$ cat config.mk
export PLATFORM = sky130hd
export DESIGN_NAME = bp_ctrl
export DESIGN_NICKNAME = d
export VERILOG_FILES = /design/src/rtl/bp_pkg.sv /design/src/rtl/bp_sync.sv /design/src/rtl/bp_delay_timer.sv /design/src/rtl/bp_ctrl.sv
export SDC_FILE = /design/constraint.sdc
export NUM_CORES = 1
export LEC_CHECK = 0
export BUFFER_PORTS_ARGS = -buffer_cell sky130_fd_sc_hd__buf_2
export CAP_MARGIN = 25
export CORE_ASPECT_RATIO = 0.5
export CORE_MARGIN = 1
export CORE_UTILIZATION = 56
export DETAILED_ROUTE_END_ITERATION = 16
export PLACE_DENSITY = 0.73
export REMOVE_ABC_BUFFERS = 1
export SLEW_MARGIN = 15
export SYNTH_ARGS = -nofsm -noshare
export SYNTH_HDL_FRONTEND = slang
export SYNTH_SLANG_ARGS = --single-unit
$ cat constraint.sdc
create_clock -name clk -period 2.7 [get_ports clk]
set_clock_uncertainty 0.2 [all_clocks]
set_input_delay 0.405 -clock clk [delete_from_list [all_inputs] [get_ports clk]]
set_output_delay 0.405 -clock clk [all_outputs]
set_load 0.01 [all_outputs]
$ cat src/rtl/bp_pkg.sv
package bp_pkg;
    typedef enum logic [2:0] {
        ST_NORMAL  = 3'd0,
        ST_OVERCUR = 3'd1,
        ST_OVERCHG = 3'd2,
        ST_PWRDN   = 3'd3,
        ST_DISREC  = 3'd4
    } bp_state_e;
endpackage

$ cat src/rtl/bp_sync.sv
module bp_sync #(
    parameter int WIDTH = 8
) (
    input  logic             clk,
    input  logic             rst_n,
    input  logic [WIDTH-1:0] async_in,
    output logic [WIDTH-1:0] sync_out
);
    logic [WIDTH-1:0] meta_q, sync_q;

    always_ff @(posedge clk) begin
        if (!rst_n) begin
            meta_q <= '0;
            sync_q <= '0;
        end else begin
            meta_q <= async_in;
            sync_q <= meta_q;
        end
    end

    assign sync_out = sync_q;
endmodule

$ cat src/rtl/bp_delay_timer.sv
module bp_delay_timer #(
    parameter int TICKS = 8
) (
    input  logic clk,
    input  logic rst_n,
    input  logic run,
    output logic fire
);
    localparam int CW = (TICKS > 1) ? $clog2(TICKS + 1) : 1;
    localparam logic [CW-1:0] LAST = CW'(TICKS - 1);

    logic [CW-1:0] cnt_d, cnt_q;

    always_comb begin
        fire  = run && (cnt_q == LAST);
        cnt_d = cnt_q;
        if (!run)
            cnt_d = '0;
        else if (!fire)
            cnt_d = cnt_q + 1'b1;
    end

    always_ff @(posedge clk) begin
        if (!rst_n) cnt_q <= '0;
        else        cnt_q <= cnt_d;
    end

    AST_TIMER_IN_RANGE: assert property (@(posedge clk) disable iff (!rst_n)
        cnt_q <= LAST);
    AST_TIMER_RESTART: assert property (@(posedge clk) disable iff (!rst_n)
        !run |=> cnt_q == '0);
endmodule

$ cat src/rtl/bp_ctrl.sv
module bp_ctrl
    import bp_pkg::*;
#(
    parameter int NCELL     = 2,
    parameter int OC_TICKS  = 8,
    parameter int OVC_TICKS = 16,
    parameter int OVD_TICKS = 12
) (
    input  logic             clk,
    input  logic             rst_n,
    input  logic [NCELL-1:0] cell_ovc,
    input  logic [NCELL-1:0] cell_ovc_aux,
    input  logic [NCELL-1:0] cell_below_rel,
    input  logic [NCELL-1:0] cell_ovd,
    input  logic [NCELL-1:0] cell_above_dur,
    input  logic             load_oc1,
    input  logic             chg_det2,
    output logic             chg_fet_en,
    output logic             dis_fet_en,
    output logic             pullup_sel,
    output logic             pwr_down
);
    localparam int SW = 5 * NCELL + 2;

    typedef struct packed {
        bp_state_e        st;
        logic [NCELL-1:0] offend;
    } ctl_t;

    ctl_t ctl_d, ctl_q;

    logic [SW-1:0]    raw_flags, syn_flags;
    logic [NCELL-1:0] s_ovc, s_aux, s_below_rel, s_ovd, s_above_dur;
    logic             s_oc1, s_chg2;
    logic             in_normal;
    logic             oc_fire, ovd_fire, ovc_fire;

    assign raw_flags = {chg_det2, load_oc1, cell_above_dur, cell_ovd,
                        cell_below_rel, cell_ovc_aux, cell_ovc};

    bp_sync #(.WIDTH(SW)) u_sync (
        .clk      (clk),
        .rst_n    (rst_n),
        .async_in (raw_flags),
        .sync_out (syn_flags)
    );

    assign {s_chg2, s_oc1, s_above_dur, s_ovd, s_below_rel, s_aux, s_ovc} = syn_flags;

    assign in_normal = (ctl_q.st == ST_NORMAL);

    bp_delay_timer #(.TICKS(OC_TICKS)) u_oc_tmr (
        .clk (clk), .rst_n (rst_n), .run (in_normal && s_oc1), .fire (oc_fire)
    );
    bp_delay_timer #(.TICKS(OVD_TICKS)) u_ovd_tmr (
        .clk (clk), .rst_n (rst_n), .run (in_normal && (|s_ovd)), .fire (ovd_fire)
    );
    bp_delay_timer #(.TICKS(OVC_TICKS)) u_ovc_tmr (
        .clk (clk), .rst_n (rst_n), .run (in_normal && (|s_ovc)), .fire (ovc_fire)
    );

    always_comb begin
        ctl_d = ctl_q;
        unique case (ctl_q.st)
            ST_NORMAL: begin
                if (oc_fire) begin
                    ctl_d.st = ST_OVERCUR;
                end else if (ovd_fire) begin
                    ctl_d.st = ST_PWRDN;
                end else if (ovc_fire || (|s_aux)) begin
                    ctl_d.st     = ST_OVERCHG;
                    ctl_d.offend = s_ovc | s_aux;
                end
            end
            ST_OVERCUR: begin
                if (!s_oc1) ctl_d.st = ST_NORMAL;
            end
            ST_OVERCHG: begin
                if (s_oc1 || ((ctl_q.offend & ~s_below_rel) == '0)) begin
                    ctl_d.st     = ST_NORMAL;
                    ctl_d.offend = '0;
                end
            end
            ST_PWRDN: begin
                if (s_chg2) ctl_d.st = ST_DISREC;
            end
            ST_DISREC: begin
                if (&s_above_dur) ctl_d.st = ST_NORMAL;
            end
            default: begin
                ctl_d.st     = ST_NORMAL;
                ctl_d.offend = '0;
            end
        endcase
    end

    always_ff @(posedge clk) begin
        if (!rst_n) begin
            ctl_q.st     <= ST_NORMAL;
            ctl_q.offend <= '0;
        end else begin
            ctl_q <= ctl_d;
        end
    end

    always_comb begin
        chg_fet_en = 1'b1;
        dis_fet_en = 1'b1;
        pullup_sel = 1'b0;
        pwr_down   = 1'b0;
        unique case (ctl_q.st)
            ST_OVERCUR: begin
                chg_fet_en = 1'b0;
                dis_fet_en = 1'b0;
            end
            ST_OVERCHG: chg_fet_en = 1'b0;
            ST_PWRDN: begin
                dis_fet_en = 1'b0;
                pullup_sel = 1'b1;
                pwr_down   = 1'b1;
            end
            ST_DISREC: begin
                dis_fet_en = 1'b0;
                pullup_sel = 1'b1;
            end
            default: ;
        endcase
    end

    AST_NORMAL_LEFT_ON_FAULT: assert property (@(posedge clk) disable iff (!rst_n)
        ($past(ctl_q.st) == ST_NORMAL && ctl_q.st != ST_NORMAL)
        |-> $past(oc_fire || ovd_fire || ovc_fire || (|s_aux)));
    AST_OC_RELEASE_LOW: assert property (@(posedge clk) disable iff (!rst_n)
        ($past(ctl_q.st) == ST_OVERCUR && ctl_q.st == ST_NORMAL) |-> !$past(s_oc1));
    AST_OC_WINS: assert property (@(posedge clk) disable iff (!rst_n)
        (in_normal && oc_fire) |=> !dis_fet_en && !chg_fet_en && !pullup_sel);
    AST_PDN_ENTRY_QUALIFIED: assert property (@(posedge clk) disable iff (!rst_n)
        $rose(pwr_down) |-> $past(ovd_fire) && !$past(oc_fire));
    AST_PDN_NEEDS_CHARGER: assert property (@(posedge clk) disable iff (!rst_n)
        $fell(pwr_down) |-> $past(s_chg2));
    AST_RECOVERY_NEEDS_ALL_CELLS: assert property (@(posedge clk) disable iff (!rst_n)
        ($past(ctl_q.st) == ST_DISREC && ctl_q.st == ST_NORMAL) |-> $past(&s_above_dur));
    AST_OVC_RELEASE_CAUSE: assert property (@(posedge clk) disable iff (!rst_n)
        ($past(ctl_q.st) == ST_OVERCHG && ctl_q.st == ST_NORMAL)
        |-> $past(s_oc1 || ((ctl_q.offend & ~s_below_rel) == '0)));
endmodule

==> reports/metrics.yaml, run 1 <==
critPathCaptureType: "primary output"
hpwl_um: 1680
die_x_um: 77.7
crit_family: "flip-flops"
postCtsSetupRepairBufs: 0
final-hold-violation-count: 0
pre_cts_slack_ns: 0.652
core_area_mm2: 0.00265
cts.repair.resized: 0
synthTopCellsByArea: "dfxtp_1 (52%), and2_1 (9.8%), ha_1 (3.1%)"
swShare_pct: 21.0
period_needed_ns: 2.09
yosys.area_share.simple_pct: 25.4
slew_headroom_pct: 64.6
cts.clk_slew.worst_paths_ns: 0.07
netlist_instances: 159
yosysWarnings: 0
cp.buffers_inverters: 1
overflow: 0
numCtsBuffers: 5
critPathMaxStageDelay_ns: 0.57
num_antenna_cells: 0
crit_arrival_ns: 1.49
cts_sinks: 42
gp_congestion: 0.900
cts_tree: "built"
ctsLongestPathBuffers: 2
drv_cap: 0
pwr-share-comb_pct: 5.1
fmax_ghz: 0.478
fillers: 221
routedWlPerCell_um: 10.5
synth_compound_area_share_pct: 10.1
antenna_found_initial: 0
finalSetupTns_ns: 0
path_cells: "nor2b_1 -> and2_1 -> nand2b_1 -> buf_2"
grt_pass1_vias: 828
die_h_um: 39.8
drc: 0
cp_max_fo: 9
start_kind: "register"
setup_viol: 0
worstHoldPathType: "in -> reg"
seqPwrFrac_pct: 58.7
num_rows: 13
layout_common_cells: "dfxtp_1 (42), and2_1 (25), buf_2 (17), nor2_1 (13), a21oi_1 (9)"
critPathKind: "reg -> out"
rsz0062_at_grt: "no"
grt_max_degree: 30
status: "complete, no violations"
ys_ff_latch: 42
ios: 18
portBuffers: 17
nNetsFinal: 197
dr.pass1.iters: 4
grt_pass1_wl_um: 3640
power.switching_uw: 232
synth.distinct_cells: 36
drt_iter0_drc: 42
dr_total_vias: 1045
p_per_area_mw_per_mm2: 614
synth_top_cell_area_share_pct: 52.4
htree_num_levels: 2
synth_xor_area_share_pct: 3.28
finalCritPeriodShare_pct: 77.5
final_core_util_pct: 68.1
root_buffer: "clkbuf_8"
ys_seq_area_share_pct: 52.4
postSynthAreaPerCell_um2: 10.1
drt-total-wl_um: 2290
drive_above_1_share_pct: 16.7
hold_buffers: 0
netlist_area_mm2: 0.00160
area_delta_synth_final_pct: 12.6
synth_top_family_by_area: "simple AND/OR/NAND/NOR gates"
setup_ws_ns: 0.607
irDropWorstVdd_mv: 0.412
clkPwrFrac_pct: 36.2
clk_latency_ns: 0.28
slowest_stage: "dfxtp_1"
vias_per_cell: 4.82
start_util_pct: 60.5
die_area_mm2: 0.00310
synth.largest_area_cell: "dfxtp_1"
final_common_cell: "dfxtp_1"
worst_pin_slew_ns: 0.526
synthAdderAreaFrac_pct: 3.12
grtUsageTotal_pct: 16.9
internal-power_uw: 877
p_leak_nw: 0.791
muxShareOfSynthArea_pct: 2.50
required_ns: 2.10
postRouteAntennaNets: 0
slew_viol_final: 0
-- registers in the layout, summed over array words and instances (netlist names) --
| register | flops |
|---|---|
| u_sync.meta_q | 12 |
| u_sync.sync_out | 12 |
| ctl_q | 5 |
| u_ovc_tmr.cnt_q | 5 |
| u_oc_tmr.cnt_q | 4 |
| u_ovd_tmr.cnt_q | 4 |
-- area by class of cell --
type / instances / area [µm²] / area share (%)
clock buffer: 7 / 86.3 / 4.78
tap: 37 / 46.3 / 2.56
timing repair buffer: 18 / 92.6 / 5.12
sequential: 42 / 841 / 46.5
inverter: 6 / 22.5 / 1.25
clock inverter: 1 / 5.00 / 0.277
multi-input combinational: 106 / 713 / 39.5
-- per-layer routing --
metal | up-vias | part of all wire, % | global-route usage, %
li1 | 577 | - | -
met3 | 0 | 4.3 | 6.98
met1 | 451 | 56 | 22.3
met2 | 17 | 39 | 24.3
met4 | 0 | 0 | 7.55
met5 | - | 0 | 0
-- metrics by stage --
step                      power (mW)  cell area, µm²  hold WS (ns)  cells
after floorplan                0.699            1580         0.212    154
after global placement         0.721            1720         0.213    209
after detailed placement       0.723            1720         0.219    209
after CTS                       1.12            1810         0.113    217
after global routing            1.16            1810         0.113    217
final                           1.11            1810         0.123    217
-- power groups by stage --
stage	Clock (mW)	Sequential (mW)	Combinational (mW)
finish	0.401	0.652	0.0562
global route	0.445	0.654	0.0639
CTS	0.416	0.651	0.0569
detailed placement	0	0.666	0.0567
global placement	0	0.666	0.0556
floorplan	0	0.663	0.0364
-- final timing paths --
path / cells past startpoint / end / from / slack, ns
max: 4 / pullup_sel / ctl_q[2] / 0.61
min: 2 / u_sync.meta_q[1] / cell_ovc[1] / 0.12
max reg2reg: 7 / ctl_q[0] / u_ovc_tmr.cnt_q[0] / 0.67
min reg2reg: 1 / u_sync.sync_out[10] / u_sync.meta_q[10] / 0.24
-- Yosys cell counts, drive strengths merged --
cell / count
xnor2: 3
o211ai: 2
and3: 2
nand4b: 1
dfxtp: 42
a2111oi: 1
nand3b: 2
a221oi: 1
o32a: 1
a21oi: 9
xor2: 3
or2: 1
nor3: 6
buf: 2
and2: 25
ha: 4
mux2i: 4
inv: 6
o21ai: 4
o32ai: 1
a311oi: 1
o21a: 3
nor3b: 1
a211oi: 2
clkbuf: 3
nand2b: 5
nand2: 6
nor2: 13
nand3: 4
nor2b: 1
-- kinds of logic after synthesis --
logic type,after synthesis
simple gates,67
flops,42
compound gates,25
buf+inv,11
xor+xnor,6
mux,4
fa+ha+maj,4
(Power assumes the default switching activity.)
==> inputs of run 2 (changes only) <==
ABC_AREA = 1   (was unset)
CORE_UTILIZATION = 51   (was 56)
PLACE_DENSITY = 0.69   (was 0.73)
clock period = 1.9 ns   (was 2.7 ns; I/O delays follow)
==> reports/metrics.yaml, run 2 <==
required_ns: 1.41
antenna_found_initial: 0
num_antenna_cells: 0
fmax_ghz: 0.559
layout_common_cells: "nand2_1 (50), inv_1 (47), dfxtp_1 (40), nor2_1 (24), buf_2 (17)"
yosysMostFrequentCell: "nand2_1"
fillers: 270
die_h_um: 43.1
hpwl_um: 1960
start_util_pct: 55.6
synth.largest_area_cell: "dfxtp_1"
drc: 0
cts_sinks: 42
htree_num_levels: 2
pre_cts_slack_ns: 0.0285
gp_congestion: 0.842
cp_max_fo: 7
drive_above_1_share_pct: 17.4
netlist_area_mm2: 0.00172
yosys.area_share.simple_pct: 29.8
slew_headroom_pct: 81.8
clk_latency_ns: 0.29
finalCritPeriodShare_pct: 94.1
ios: 18
period_needed_ns: 1.79
core_area_mm2: 0.00310
area_delta_synth_final_pct: 20.5
synth.distinct_cells: 28
synth_compound_area_share_pct: 3.63
cts.clk_slew.worst_paths_ns: 0.08
yosysWarnings: 0
nNetsFinal: 275
synthTopCellsByArea: "dfxtp_1 (49%), nand2_1 (11%), inv_1 (10%)"
grt_max_degree: 18
worst_pin_slew_ns: 0.273
synth_xor_area_share_pct: 3.05
status: "complete, no violations"
slowest_stage: "dfxtp_1"
synth_flop_cell: "dfxtp_1"
synth_top_cell_area_share_pct: 48.8
critPathCaptureType: "primary output"
postCtsSetupRepairBufs: 0
numCtsBuffers: 5
die_area_mm2: 0.00363
drt_iter0_drc: 49
p_leak_nw: 1.07
ctsLongestPathBuffers: 2
dr.pass1.iters: 4
num_rows: 14
synth-async-reset-ratio_pct: 0
drt-total-wl_um: 2870
postRouteAntennaNets: 0
p_per_area_mw_per_mm2: 831
slew_viol_final: 0
die_x_um: 84.2
final-hold-violation-count: 0
power.total_mw: 1.73
crit_arrival_ns: 1.30
final_common_cell: "nand2_1"
grt_pass1_wl_um: 5020
irDropWorstVdd_mv: 0.456
netlist_instances: 223
root_buffer: "clkbuf_8"
ys_ff_latch: 42
vias_per_cell: 4.53
path_cells: "nor2_4 -> nand2_1 -> o21ai_0 -> buf_2"
synth_top_family_by_area: "simple AND/OR/NAND/NOR gates"
postSynthAreaPerCell_um2: 7.73
grt_pass1_vias: 1246
start_kind: "register"
portBuffers: 17
synthAdderAreaFrac_pct: 2.90
muxShareOfSynthArea_pct: 0
synth_edf_count: 0
ys_seq_area_share_pct: 48.8
setup_viol: 0
drv_cap: 0
setup_ws_ns: 0.111
critPathMaxStageDelay_ns: 0.37
critPathKind: "reg -> out"
yosys-top-cells-count: "nand2_1 (51), inv_1 (47), dfxtp_1 (42), nor2_1 (25), nand3_1 (11)"
grtUsageTotal_pct: 18.3
routedWlPerCell_um: 9.63
overflow: 0
cts_tree: "built"
worstHoldPathType: "in -> reg"
dr_total_vias: 1350
==> run 2: changes by cell type in the layout (fill, tap and decap cells not counted), moves of 7 or more <==
cell,previous run,this run
nand3_1,4,11
inv_1,5,47
nor2_1,13,24
dlygate4sd3_1,0,12
nand2_1,6,50
and2_1,25,0
==> run 2: final cells by class <==
type | count | area (µm²) | area share (%)
multi-input combinational | 129 | 692 | 33.3
clock buffer | 6 | 82.6 | 3.97
clock inverter | 2 | 12.5 | 0.602
inverter | 49 | 185 | 8.91
timing repair buffer | 30 | 213 | 10.2
sequential | 42 | 843 | 40.6
tap | 40 | 50.0 | 2.41
==> run 2: through the flow <==
step | hold WS, ns | instance area [µm²] | utilization (%) | std cells | TNS [ns]
2_1_floorplan | 0.178 | 1710 | - | 220 | 0
3_5_place_dp | 0.197 | 1850 | 59.6 | 278 | 0
3_3_place_gp | 0.194 | 1850 | 59.6 | 278 | 0
5_1_grt | 0.169 | 2080 | 67.0 | 298 | -0.00188
6_report | 0.143 | 2080 | 67.0 | 298 | 0
4_1_cts | 0.136 | 2060 | 66.5 | 298 | 0
==> run 2: worst paths after layout <==
kind	from	end	slack, ns	depth (start not counted)
setup / recovery	ctl_q[2]	pullup_sel	0.11	4
hold / removal	rst_n	u_sync.meta_q[11]	0.14	3
setup reg to reg	u_ovc_tmr.cnt_q[0]	ctl_q[4]	0.12	10
hold reg to reg	u_sync.meta_q[1]	u_sync.sync_out[1]	0.21	2
==> run 2: metal layers <==
| layer | global-route usage (%) | vias up | share of wire [%] |
|---|---|---|---|
| met2 | 30.8 | 27 | 45 |
| met4 | 7.24 | 0 | 1.4 |
| met5 | 0 | - | 0 |
| met1 | 21.7 | 582 | 50 |
| li1 | - | 736 | - |
| met3 | 6.42 | 5 | 4.4 |
==> run 2: power breakdown <==
group | internal [mW] | total [mW] | leakage [nW] | switching [mW]
Combinational | 0.0834 | 0.201 | 0.680 | 0.117
Clock | 0.292 | 0.587 | 0.0472 | 0.295
Sequential | 0.919 | 0.939 | 0.345 | 0.0201
Total | 1.29 | 1.73 | 1.07 | 0.433
==> run 2: repair_timing <==
item	CTS	global route
gates resized for setup	0	6
setup endpoints to repair	0	5
hold buffers	12	0
hold endpoints to repair	12	0
==> run 2: kinds of logic (layout without fill, tap and decap cells) <==
logic type,after synthesis,after routing
compound gates,11,11
xor+xnor,6,6
fa+ha+maj,4,4
buf+inv,52,87
flops,42,42
simple gates,108,108
==> run 2: critical path: cells and delay by family, from the launching register on <==
kind | cells | cell delay (ns)
compound gates | 1 | 0.10
buf+inv | 1 | 0.16
flops | 1 | 0.37
simple gates | 2 | 0.38
